## src/rtl/irq_cause_pkg.sv

```systemverilog
package irq_cause_pkg;
  localparam int ADDR_W = 3;
  localparam logic [ADDR_W-1:0] OFS_CAUSE = 3'd0;
  localparam logic [ADDR_W-1:0] OFS_MSET  = 3'd1;
  localparam logic [ADDR_W-1:0] OFS_MCLR  = 3'd2;
  localparam logic [ADDR_W-1:0] OFS_AUTO  = 3'd3;
  localparam logic [ADDR_W-1:0] OFS_THROT = 3'd4;
endpackage

```

## src/rtl/irq_cause_bits.sv

```systemverilog
module irq_cause_bits #(
  parameter int DATA_W = 32,
  parameter logic [DATA_W-1:0] IMPL = '0
) (
  input  logic              clk,
  input  logic              rst_n,
  input  logic [DATA_W-1:0] ev_vec,
  input  logic [DATA_W-1:0] clr_vec,
  input  logic              clr_all,
  output logic [DATA_W-1:0] cause_q,
  output logic [DATA_W-1:0] cause_d
);
  for (genvar g = 0; g < DATA_W; g++) begin : g_bit
    if (IMPL[g]) begin : g_live
      logic bit_q;
      logic bit_d;
      // a new event outranks any clear arriving in the same cycle
      assign bit_d = ev_vec[g] | (bit_q & ~(clr_vec[g] | clr_all));
      always_ff @(posedge clk) begin
        if (!rst_n) bit_q <= 1'b0;
        else        bit_q <= bit_d;
      end
      assign cause_q[g] = bit_q;
      assign cause_d[g] = bit_d;
    end else begin : g_resv
      assign cause_q[g] = 1'b0;
      assign cause_d[g] = 1'b0;
    end
  end
endmodule

```

## src/rtl/irq_mask_regs.sv

```systemverilog
module irq_mask_regs #(
  parameter int DATA_W = 32,
  parameter logic [DATA_W-1:0] IMPL = '0
) (
  input  logic              clk,
  input  logic              rst_n,
  input  logic              set_we,
  input  logic              clr_we,
  input  logic              auto_we,
  input  logic              auto_apply,
  input  logic [DATA_W-1:0] wdata,
  output logic [DATA_W-1:0] mask_q,
  output logic [DATA_W-1:0] mask_d,
  output logic [DATA_W-1:0] auto_q
);
  always_comb begin
    mask_d = mask_q;
    if (set_we)     mask_d = mask_d | (wdata & IMPL);
    if (clr_we)     mask_d = mask_d & ~wdata;
    if (auto_apply) mask_d = mask_d & ~auto_q;
  end

  always_ff @(posedge clk) begin
    if (!rst_n) begin
      mask_q <= '0;
      auto_q <= '0;
    end else begin
      mask_q <= mask_d;
      if (auto_we) auto_q <= wdata & IMPL;
    end
  end
endmodule

```

## src/rtl/irq_throttle.sv

```systemverilog
module irq_throttle #(
  parameter int THR_W    = 16,
  parameter int TICK_DIV = 13
) (
  input  logic             clk,
  input  logic             rst_n,
  input  logic             thr_we,
  input  logic [THR_W-1:0] thr_wdata,
  input  logic             want,
  output logic [THR_W-1:0] thr_q,
  output logic             irq_q
);
  logic [THR_W-1:0] cnt_q;
  logic             irq_d;
  logic             rise;
  logic             tick;

  assign irq_d = want && (irq_q || (cnt_q == '0));
  assign rise  = irq_d && !irq_q;

  if (TICK_DIV > 1) begin : g_pre
    localparam int PRE_W = $clog2(TICK_DIV);
    localparam logic [PRE_W-1:0] PRE_LAST = PRE_W'(TICK_DIV - 1);
    logic [PRE_W-1:0] pre_q;
    assign tick = (pre_q == PRE_LAST);
    always_ff @(posedge clk) begin
      if (!rst_n)                pre_q <= '0;
      else if (rise || tick)     pre_q <= '0;
      else if (cnt_q != '0)      pre_q <= pre_q + 1'b1;
    end
  end else begin : g_nopre
    assign tick = 1'b1;
  end

  always_ff @(posedge clk) begin
    if (!rst_n) begin
      thr_q <= '0;
      cnt_q <= '0;
      irq_q <= 1'b0;
    end else begin
      irq_q <= irq_d;
      if (thr_we) thr_q <= thr_wdata;
      if (rise)                         cnt_q <= thr_q;
      else if (tick && (cnt_q != '0))   cnt_q <= cnt_q - 1'b1;
    end
  end
endmodule

```

## src/rtl/irq_cause_ctrl.sv

```systemverilog
module irq_cause_ctrl
  import irq_cause_pkg::*;
#(
  parameter int DATA_W    = 32,
  parameter int RX_BIT    = 20,
  parameter int TX_BIT    = 22,
  parameter int OTHER_BIT = 24,
  parameter int N_OTHER   = 5,
  parameter int THR_W     = 16,
  parameter int TICK_DIV  = 13
) (
  input  logic               clk,
  input  logic               rst_n,
  input  logic               ev_rx_wb,
  input  logic               ev_rx_thresh,
  input  logic               ev_tx_wb,
  input  logic [N_OTHER-1:0] ev_other,
  input  logic               reg_req,
  input  logic               reg_we,
  input  logic [ADDR_W-1:0]  reg_addr,
  input  logic [DATA_W-1:0]  reg_wdata,
  output logic [DATA_W-1:0]  reg_rdata,
  output logic               reg_rvalid,
  output logic               irq_out
);
  localparam int SUM_BIT = DATA_W - 1;
  localparam logic [DATA_W-1:0] IMPL =
    (DATA_W'(1) << RX_BIT) | (DATA_W'(1) << TX_BIT) | (DATA_W'(1) << OTHER_BIT);

  logic [DATA_W-1:0] ev_vec, cause_q, cause_d, mask_q, mask_d, auto_q;
  logic [DATA_W-1:0] clr_vec, rd_mux, cause_view;
  logic [THR_W-1:0]  thr_q;
  logic              summary, wr_en, rd_en, cause_rd, auto_act;
  logic              clr_all, auto_apply, want;

  always_comb begin
    ev_vec            = '0;
    ev_vec[RX_BIT]    = ev_rx_wb | ev_rx_thresh;
    ev_vec[TX_BIT]    = ev_tx_wb;
    ev_vec[OTHER_BIT] = |ev_other;
  end

  assign wr_en    = reg_req && reg_we;
  assign rd_en    = reg_req && !reg_we;
  assign cause_rd = rd_en && (reg_addr == OFS_CAUSE);
  assign summary  = |cause_q;
  assign auto_act = (auto_q != '0);

  assign clr_vec    = (wr_en && reg_addr == OFS_CAUSE) ? reg_wdata : '0;
  assign clr_all    = cause_rd && ((mask_q == '0) || (summary && auto_act));
  assign auto_apply = cause_rd && summary && auto_act;

  irq_cause_bits #(.DATA_W(DATA_W), .IMPL(IMPL)) u_bits (
    .clk(clk), .rst_n(rst_n), .ev_vec(ev_vec), .clr_vec(clr_vec),
    .clr_all(clr_all), .cause_q(cause_q), .cause_d(cause_d)
  );

  irq_mask_regs #(.DATA_W(DATA_W), .IMPL(IMPL)) u_mask (
    .clk(clk), .rst_n(rst_n),
    .set_we(wr_en && reg_addr == OFS_MSET),
    .clr_we(wr_en && reg_addr == OFS_MCLR),
    .auto_we(wr_en && reg_addr == OFS_AUTO),
    .auto_apply(auto_apply), .wdata(reg_wdata),
    .mask_q(mask_q), .mask_d(mask_d), .auto_q(auto_q)
  );

  assign want = |(cause_d & mask_d);

  irq_throttle #(.THR_W(THR_W), .TICK_DIV(TICK_DIV)) u_thr (
    .clk(clk), .rst_n(rst_n),
    .thr_we(wr_en && reg_addr == OFS_THROT),
    .thr_wdata(reg_wdata[THR_W-1:0]),
    .want(want), .thr_q(thr_q), .irq_q(irq_out)
  );

  always_comb begin
    cause_view          = cause_q;
    cause_view[SUM_BIT] = summary;
    case (reg_addr)
      OFS_CAUSE:          rd_mux = cause_view;
      OFS_MSET, OFS_MCLR: rd_mux = mask_q;
      OFS_AUTO:           rd_mux = auto_q;
      OFS_THROT:          rd_mux = DATA_W'(thr_q);
      default:            rd_mux = '0;
    endcase
  end

  always_ff @(posedge clk) begin
    if (!rst_n) begin
      reg_rvalid <= 1'b0;
      reg_rdata  <= '0;
    end else begin
      reg_rvalid <= rd_en;
      if (rd_en) reg_rdata <= rd_mux;
    end
  end
endmodule

```

## config.mk

```make
export PLATFORM = sky130hd
export DESIGN_NAME = irq_cause_ctrl
export DESIGN_NICKNAME = d
export VERILOG_FILES = /design/src/rtl/irq_cause_pkg.sv /design/src/rtl/irq_cause_bits.sv /design/src/rtl/irq_mask_regs.sv /design/src/rtl/irq_throttle.sv /design/src/rtl/irq_cause_ctrl.sv
export SDC_FILE = /design/constraint.sdc
export NUM_CORES = 1
export LEC_CHECK = 0
export BUFFER_PORTS_ARGS = -buffer_cell sky130_fd_sc_hd__buf_4
export CORE_MARGIN = 2
export CORE_UTILIZATION = 33
export CTS_CLUSTER_SIZE = 14
export DETAILED_ROUTE_END_ITERATION = 10
export SETUP_SLACK_MARGIN = 0.15
export SYNTH_ARGS = -nofsm -noshare
export SYNTH_HDL_FRONTEND = slang
export SYNTH_SLANG_ARGS = --single-unit
```

## constraint.sdc

```tcl
create_clock -name clk -period 2.1 [get_ports clk]
set_input_delay 0.21 -clock clk [delete_from_list [all_inputs] [get_ports clk]]
set_output_delay 0.21 -clock clk [all_outputs]
set_load 0.03 [all_outputs]
```

==> summary.md, run 1 <==
| Metric | Value |
|---|---|
| Setup slack, reg-to-reg | -0.009 ns |
| Clock buffer depth | 2 |
| Post-synthesis cell type count | 52 |
| Synth top area cells | dfxtp_1 48%, nand2_1 8.2%, a21oi_1 6.9%, a221oi_1 3.5%, nor2_1 3.2% |
| Diodes inserted | 0 |
| Endpoint, Worst Hold | u_mask.mask_q[21] |
| GRT Total Usage | 17.5% |
| Effective utilization at floorplan | 34.0% |
| Crit path launch type | register |
| Failing checks | setup timing |
| Max-cap viol count | 0 |
| Via/cell ratio | 5.22 |
| WHS | 0.0271 ns |
| TritonCTS sink count | 108 |
| Mapped Avg Cell Area | 8.34 um^2 |
| Commonest non-fill, non-tap cell in the layout | buf_4 |
| CTS buffer count | 9 |
| # hold bufs at CTS | 0 |
| Leakage power | 0.00237 uW |
| GP Congestion | 0.887 |
| Detailed Place HPWL | 8850 um |
| Post-Synth Adder-Cell Area | 0.831% |
| Peak Freq | 0.474 GHz |
| Final hold vios | 0 |
| FP Rows | 42 |
| Worst R2R End | u_thr.g_pre.pre_q[3] |
| Area Overhead vs Synth | 32.8% |
| Register area share after synthesis | 47.9% |
| Number of synthesized flops with an enable pin | 0 |
| Syn Nets | 591 |
| TritonCTS clock tree | built |
| DIE AREA | 0.0146 mm^2 |
| Worst setup margin | -0.00913 ns |
| Worst-Margin Slew | 0.412 ns |
| Htree depth | 3 |
| Arr. time, crit path | 2.34 ns |
| Tightest Hold Check Type | primary input to register |
| Worst Path Max Fanout | 20 |
| Post-synthesis cell count | 541 |
| Mux contribution to synthesized area | 1.77% |
| Top cell type's share of synthesized area | 47.9% |
| R2r worst-path depth | 7 |
| Net count reported at finish | 689 |
| Worst slew margin | 72.3% |
| Endpoints failing setup | 3 |
| Layout fillers | 1310 |
| Area leader, netlist | dfxtp_1 |
| I/O Buffers | 80 |
| CTS clk-pin slew, worst paths | 0.07 ns |
| Core area | 0.0133 mm^2 |
| Final Max Slew Viols | 0 |
| Overflow after GRT | 0 |
| Worst-Skew Late Latency | 0.35 ns |
| Worst Skew | 0.00455 ns |
| Post-synth ARST share | 0% |
| Total iterations of the first detailed-routing run | 4 |
| PD cells | 699 mW/mm^2 |
| Synth warn | 0 |
| Chip Width | 121 um |
| Clock Root Buffer | clkbuf_16 |
| Post-Synthesis Cell Area | 0.00451 mm^2 |
| First-pass GRT wire length | 20400 um |
| RSZ-0062 raised after global routing | yes |
| Final min period | 2.11 ns |
| Vias in the first global route | 4070 |
| Vias | 4280 |
| Commonest cells after routing, fill and taps aside | 122 x buf_4, 105 x dfxtp_1, 99 x nand2_1, 62 x a21oi_1, 37 x nor2_1 |
| DR iter-0 viols | 217 |
| CP Capture Type | register |
| Area taken by multi-input logic gates | 0.00230 mm^2 |
| Post-synthesis xor/xnor area fraction | 3.30% |
| Fin crit share | 100% |
| Reg area | 0.00217 mm^2 |
| Share of cells above drive strength 1 | 26.9% |
| Hold Path Cell Cnt | 2 |
| Simple logic cell fraction of the synthesized area | 25.0% |
| Post-Route WL | 12800 um |
| ANT nets after route | 0 |
| Antenna violations before repair | 0 |
| Hold Path Origin | reg_wdata[21] |
| Critical path class | register to register |
| Largest net degree at the start of global routing | 48 |
| Die Y | 121 um |
| Mean routed wirelength per cell | 15.6 um |
| Seq cells post-synth | 108 |
| Pwr Total | 4190 uW |
| Main synth FF type | dfxtp_1 |
| Final setup TNS | -0.0202 ns |
| Drt drc | 0 |
| Required @ worst endpoint | 2.33 ns |
| Largest family of logic cells by synthesized area | simple AND/OR/NAND/NOR gates |
| Place WS | -0.113 ns |
| Compound-Gate Fraction of Synth Area | 17.0% |
| VDD IR-drop max | 0.000372 V |
| Ports | 81 |
| Status | finished with violations |
| R2R Path Start | u_thr.cnt_q[9] |
-- cells in the mapped netlist (2+ instances only) --
| cell type | instances |
|---|---|
| dfxtp_1 | 108 |
| inv_1 | 7 |
| a221oi_1 | 18 |
| nor3b_1 | 4 |
| buf_2 | 2 |
| o21ai_1 | 2 |
| and4_1 | 2 |
| clkbuf_1 | 33 |
| buf_1 | 4 |
| nand2_1 | 99 |
| or3_1 | 2 |
| nor3_1 | 25 |
| o21a_1 | 2 |
| o21ai_0 | 5 |
| nand2b_1 | 4 |
| nor2_1 | 39 |
| mux2i_1 | 8 |
| and2_1 | 4 |
| or2_2 | 2 |
| and3_1 | 3 |
| o211ai_1 | 2 |
| ha_1 | 3 |
| nand3_1 | 19 |
| a211oi_1 | 3 |
| o22ai_1 | 13 |
| xnor2_1 | 13 |
| xor2_1 | 4 |
| nand4_1 | 3 |
| nor2b_1 | 5 |
| nor4_1 | 14 |
| a21oi_1 | 62 |
| a31oi_1 | 4 |
| and3b_1 | 2 |
| a22oi_1 | 3 |
-- state kept, by name, indices dropped and copies added (netlist names) --
| name | flops |
|---|---|
| reg_rdata | 32 |
| u_mask.mask_q | 32 |
| u_thr.cnt_q | 16 |
| u_thr.thr_q | 16 |
| u_thr.g_pre.pre_q | 4 |
| u_bits.g_bit.g_live.bit_q | 3 |
| u_mask.auto_q | 3 |
| reg_rvalid | 1 |
| u_thr.irq_q | 1 |
-- stage by stage --
stage | area [um^2] | util, % | std cells
global route | 5990 | 45.1 | 820
global placement | 5540 | 41.7 | 798
CTS | 5860 | 44.1 | 815
detailed placement | 5540 | 41.7 | 798
finish | 5990 | 45.1 | 820
floorplan | 4550 | - | 541
-- metal layers --
metal  up-vias  GRT usage (%)  routed length (um)
li1       2111              -                   -
met3        10           3.62                 647
met2       113           28.7                6130
met1      2046           23.5                5880
met4         0           4.22                 114
met5         -              0                   0
-- how the worst max path moves through the flow --
stage                         from                    to  slack [ns]  cells after the start
floorplan           u_thr.cnt_q[9]  u_thr.g_pre.pre_q[3]        0.12                      7
global placement       reg_addr[1]  u_thr.g_pre.pre_q[2]       -0.07                      8
detailed placement     reg_addr[1]  u_thr.g_pre.pre_q[0]       -0.11                      8
CTS                 u_thr.cnt_q[9]  u_thr.g_pre.pre_q[3]       0.001                      7
global route        u_thr.cnt_q[9]  u_thr.g_pre.pre_q[0]       -0.09                      7
finish              u_thr.cnt_q[9]  u_thr.g_pre.pre_q[3]      -0.009                      7
-- power breakdown --
part	switching (uW)	leakage [uW]	internal (uW)
combinational	239	0.00135	176
sequential	21.8	0.000876	2080
clock	750	0.000142	925
total	1010	0.00237	3180
-- critical path, stage by stage (launching register included) --
cell and delay (ns):
dfxtp_2 0.33, or4_4 0.54, or2_4 0.27, nor4_4 0.18
inv_1 0.10, o221a_4 0.28, buf_12 0.15, nor3b_2 0.15
-- cell type report --
class                           instances  share of cell area [%]
Tap cell                              176                    3.67
Clock buffer                           10                    3.82
Inverter                                7                   0.438
Timing Repair Buffer                  127                    16.5
Multi-Input combinational cell        386                    38.3
Sequential cell                       108                    36.1
Clock inverter                          6                    1.09
-- kinds of logic after synthesis --
kind of cell / after synthesis
mux: 8
buf+inv: 47
xor+xnor: 17
fa+ha+maj: 3
flops: 108
compound gates: 123
simple gates: 235
-- timing repair --
item                                   4_1_cts  5_1_grt
resized for setup                            6       18
endpoints found under the hold margin        0        0
buffers inserted                             1        5
setup endpoints to repair                   20       21
pin swaps                                    6        5
(Power assumes the default switching activity.)
==> run 2, diff against run 1 <==
--- a/config.mk
+++ b/config.mk
@@ -7,10 +7,11 @@
 export LEC_CHECK = 0
 export BUFFER_PORTS_ARGS = -buffer_cell sky130_fd_sc_hd__buf_4
 export CORE_MARGIN = 2
-export CORE_UTILIZATION = 33
+export CORE_UTILIZATION = 30
 export CTS_CLUSTER_SIZE = 14
 export DETAILED_ROUTE_END_ITERATION = 10
 export SETUP_SLACK_MARGIN = 0.15
+export SKIP_LAST_GASP = 1
 export SYNTH_ARGS = -nofsm -noshare
 export SYNTH_HDL_FRONTEND = slang
 export SYNTH_SLANG_ARGS = --single-unit
==> run 2 against run 1 <==
Largest power group unchanged; sequential power barely moved; register-to-register slack lost 0.04 ns; non-clock buffer count decreased by 3; the flow still finishes with violations (setup timing); routed wire length up 3.2%.
==> summary.md, run 2 (same netlist as run 1, synthesis figures left out) <==
| Metric | Value |
|---|---|
| Status | finished with violations |
| Failing checks | setup timing |
| Crit path capture | u_thr.cnt_q[1] |
| Setup slack, reg-to-reg | -0.05 ns |
| Mean routed wirelength per cell | 16.0 um |
| Critical path class | register to register |
| Peak Freq | 0.466 GHz |
| Worst Skew | 0.00699 ns |
| Diodes inserted | 0 |
| Final hold vios | 0 |
| Placed Area | 0.00551 mm^2 |
| Endpoints failing setup | 15 |
| Crit path launch type | register |
| Final min period | 2.15 ns |
| DR iter-0 viols | 170 |
| Largest net degree at the start of global routing | 55 |
| Post-Route WL | 13200 um |
| Die Y | 127 um |
| TritonCTS sink count | 108 |
| Design Area, Final | 0.00598 mm^2 |
| Drt drc | 0 |
| Share of cells above drive strength 1 | 26.1% |
| Final Max Slew Viols | 0 |
| PD cells | 688 mW/mm^2 |
| VDD IR-drop max | 0.000357 V |
| First-pass GRT wire length | 20500 um |
| Tightest Hold Check Type | primary input to register |
| RSZ-0062 raised after global routing | yes |
| Via/cell ratio | 5.24 |
| Worst R2R End | u_thr.cnt_q[1] |
| Dpl cells | 801 |
| Critical path's top delay family | simple AND/OR/NAND/NOR gates |
| Effective utilization at floorplan | 30.8% |
| CP Cell Sequence | nor4_1 > and4_2 > nand3_4 > a311oi_4 > o221a_4 > clkbuf_16 > mux2i_1 |
| Commonest cells after routing, fill and taps aside | 119 x buf_4, 105 x dfxtp_1, 99 x nand2_1, 62 x a21oi_1, 38 x nor2_1 |
| CP peak stage delay | 0.35 ns |
| Commonest non-fill, non-tap cell in the layout | buf_4 |
| ANT nets after route | 0 |
| Post-route insts no fill | 825 |
| Total iterations of the first detailed-routing run | 5 |
| Leakage power | 0.00235 uW |
| Worst setup margin | -0.0451 ns |
| Worst slew margin | 62.5% |
| Antenna violations before repair | 0 |
| Clock buffer depth | 2 |
| CTS buffer count | 9 |
| R2r worst-path depth | 7 |
| Net count reported at finish | 686 |
| Worst Path Max Fanout | 5 |
| GRT Total Usage | 15.8% |
| Chip Width | 127 um |
| Overflow after GRT | 0 |
| Required @ worst endpoint | 2.37 ns |
| Buf/Inv on CP | 1 |
| Largest regs | reg_rdata x32, u_mask.mask_q x32 |
| Worst-Skew Late Latency | 0.34 ns |
| TritonCTS clock tree | built |
| WP depth | 7 |
| Vias in the first global route | 4148 |
| CTS clk-pin slew, worst paths | 0.07 ns |
| Vias | 4322 |
| Max-cap viol count | 0 |
| CP Launch Point | u_mask.mask_q[18] |
| R2R Path Start | u_mask.mask_q[18] |
| CP Capture Type | register |
| I/O Buffers | 80 |
| Ports | 81 |
| Area Overhead vs Synth | 32.5% |
| # hold bufs at CTS | 0 |
| Arr. time, crit path | 2.42 ns |
| Fin crit share | 102% |
| Htree depth | 3 |
| FP Rows | 44 |
| Worst-Margin Slew | 0.563 ns |
| Worst path slowest cell | nor4_1 |
| DIE AREA | 0.0160 mm^2 |
| GP Congestion | 0.836 |
| Clock Root Buffer | clkbuf_16 |
| Detailed Place HPWL | 9250 um |
| Core area | 0.0146 mm^2 |
-- run 2: cell types whose count changed in the layout (fill, tap and decap cells not counted), sizes merged --
cell / change
clkinv: -1
clkbuf: +2
buf: -5
bufinv: -1
clkinvlp: +1
inv: +1
-- run 2: worst reg2reg max path: stages (launching register included) --
cell       delay (ns)
dfxtp_1          0.33
nor4_1           0.35
and4_2           0.34
nand3_4          0.11
a311oi_4         0.33
o221a_4          0.30
clkbuf_16        0.16
mux2i_1          0.16
-- run 2: area by class of cell --
class,instances,area [um^2]
clock inverters,6,48.8
repair buffers,124,995
multi-input cells,386,2280
flip-flops and latches,108,2170
fillers,1474,8660
well taps,184,230
inverters,7,26.3
clock buffers,10,229
-- run 2: what timing repair did --
action                     CTS  global route
pin swaps                    7             4
gates cloned                 0             2
gates resized for setup      8            13
buffers inserted             4             2
setup endpoints to repair   21            21
-- run 2: worst min-delay path by stage --
stage                       start           endpoint  slack [ns]  depth (start not counted)
CTS                 reg_wdata[18]  u_mask.mask_q[18]        0.03                          2
global route        reg_wdata[23]  u_mask.mask_q[23]        0.02                          2
detailed placement  reg_wdata[18]  u_mask.mask_q[18]        0.39                          2
global placement    reg_wdata[18]  u_mask.mask_q[18]        0.39                          2
floorplan           reg_wdata[13]  u_mask.mask_q[13]        0.30                          1
finish              reg_wdata[18]  u_mask.mask_q[18]        0.04                          2
-- run 2: routing by layer --
| metal | routed length [um] | GRT usage [%] | vias to the layer above |
|---|---|---|---|
| met5 | 0 | 0 | - |
| met4 | 173 | 4.20 | 0 |
| met3 | 656 | 2.95 | 15 |
| met2 | 6640 | 27.6 | 136 |
| met1 | 5700 | 20.2 | 2070 |
| li1 | - | - | 2101 |
-- run 2: per-stage QoR --
step / total power [uW] / setup TNS, ns / utilization (%) / hold slack (ns) / setup slack [ns]
floorplan: 2350 / 0 / - / 0.297 / 0.115
global placement: 2540 / -0.898 / 37.6 / 0.388 / -0.0837
detailed placement: 2550 / -2.77 / 37.6 / 0.388 / -0.186
CTS: 4120 / -0.0124 / 39.9 / 0.0285 / -0.00994
global route: 4270 / -2.14 / 40.8 / 0.0217 / -0.150
finish: 4110 / -0.167 / 40.8 / 0.0376 / -0.0451
-- run 2: report_power, final --
| part | switching (uW) | total [uW] | leakage [uW] | internal (uW) |
|---|---|---|---|---|
| clock | 772 | 1590 | 0.000131 | 816 |
| sequential | 21.6 | 2100 | 0.000876 | 2080 |
| combinational | 243 | 427 | 0.00134 | 183 |
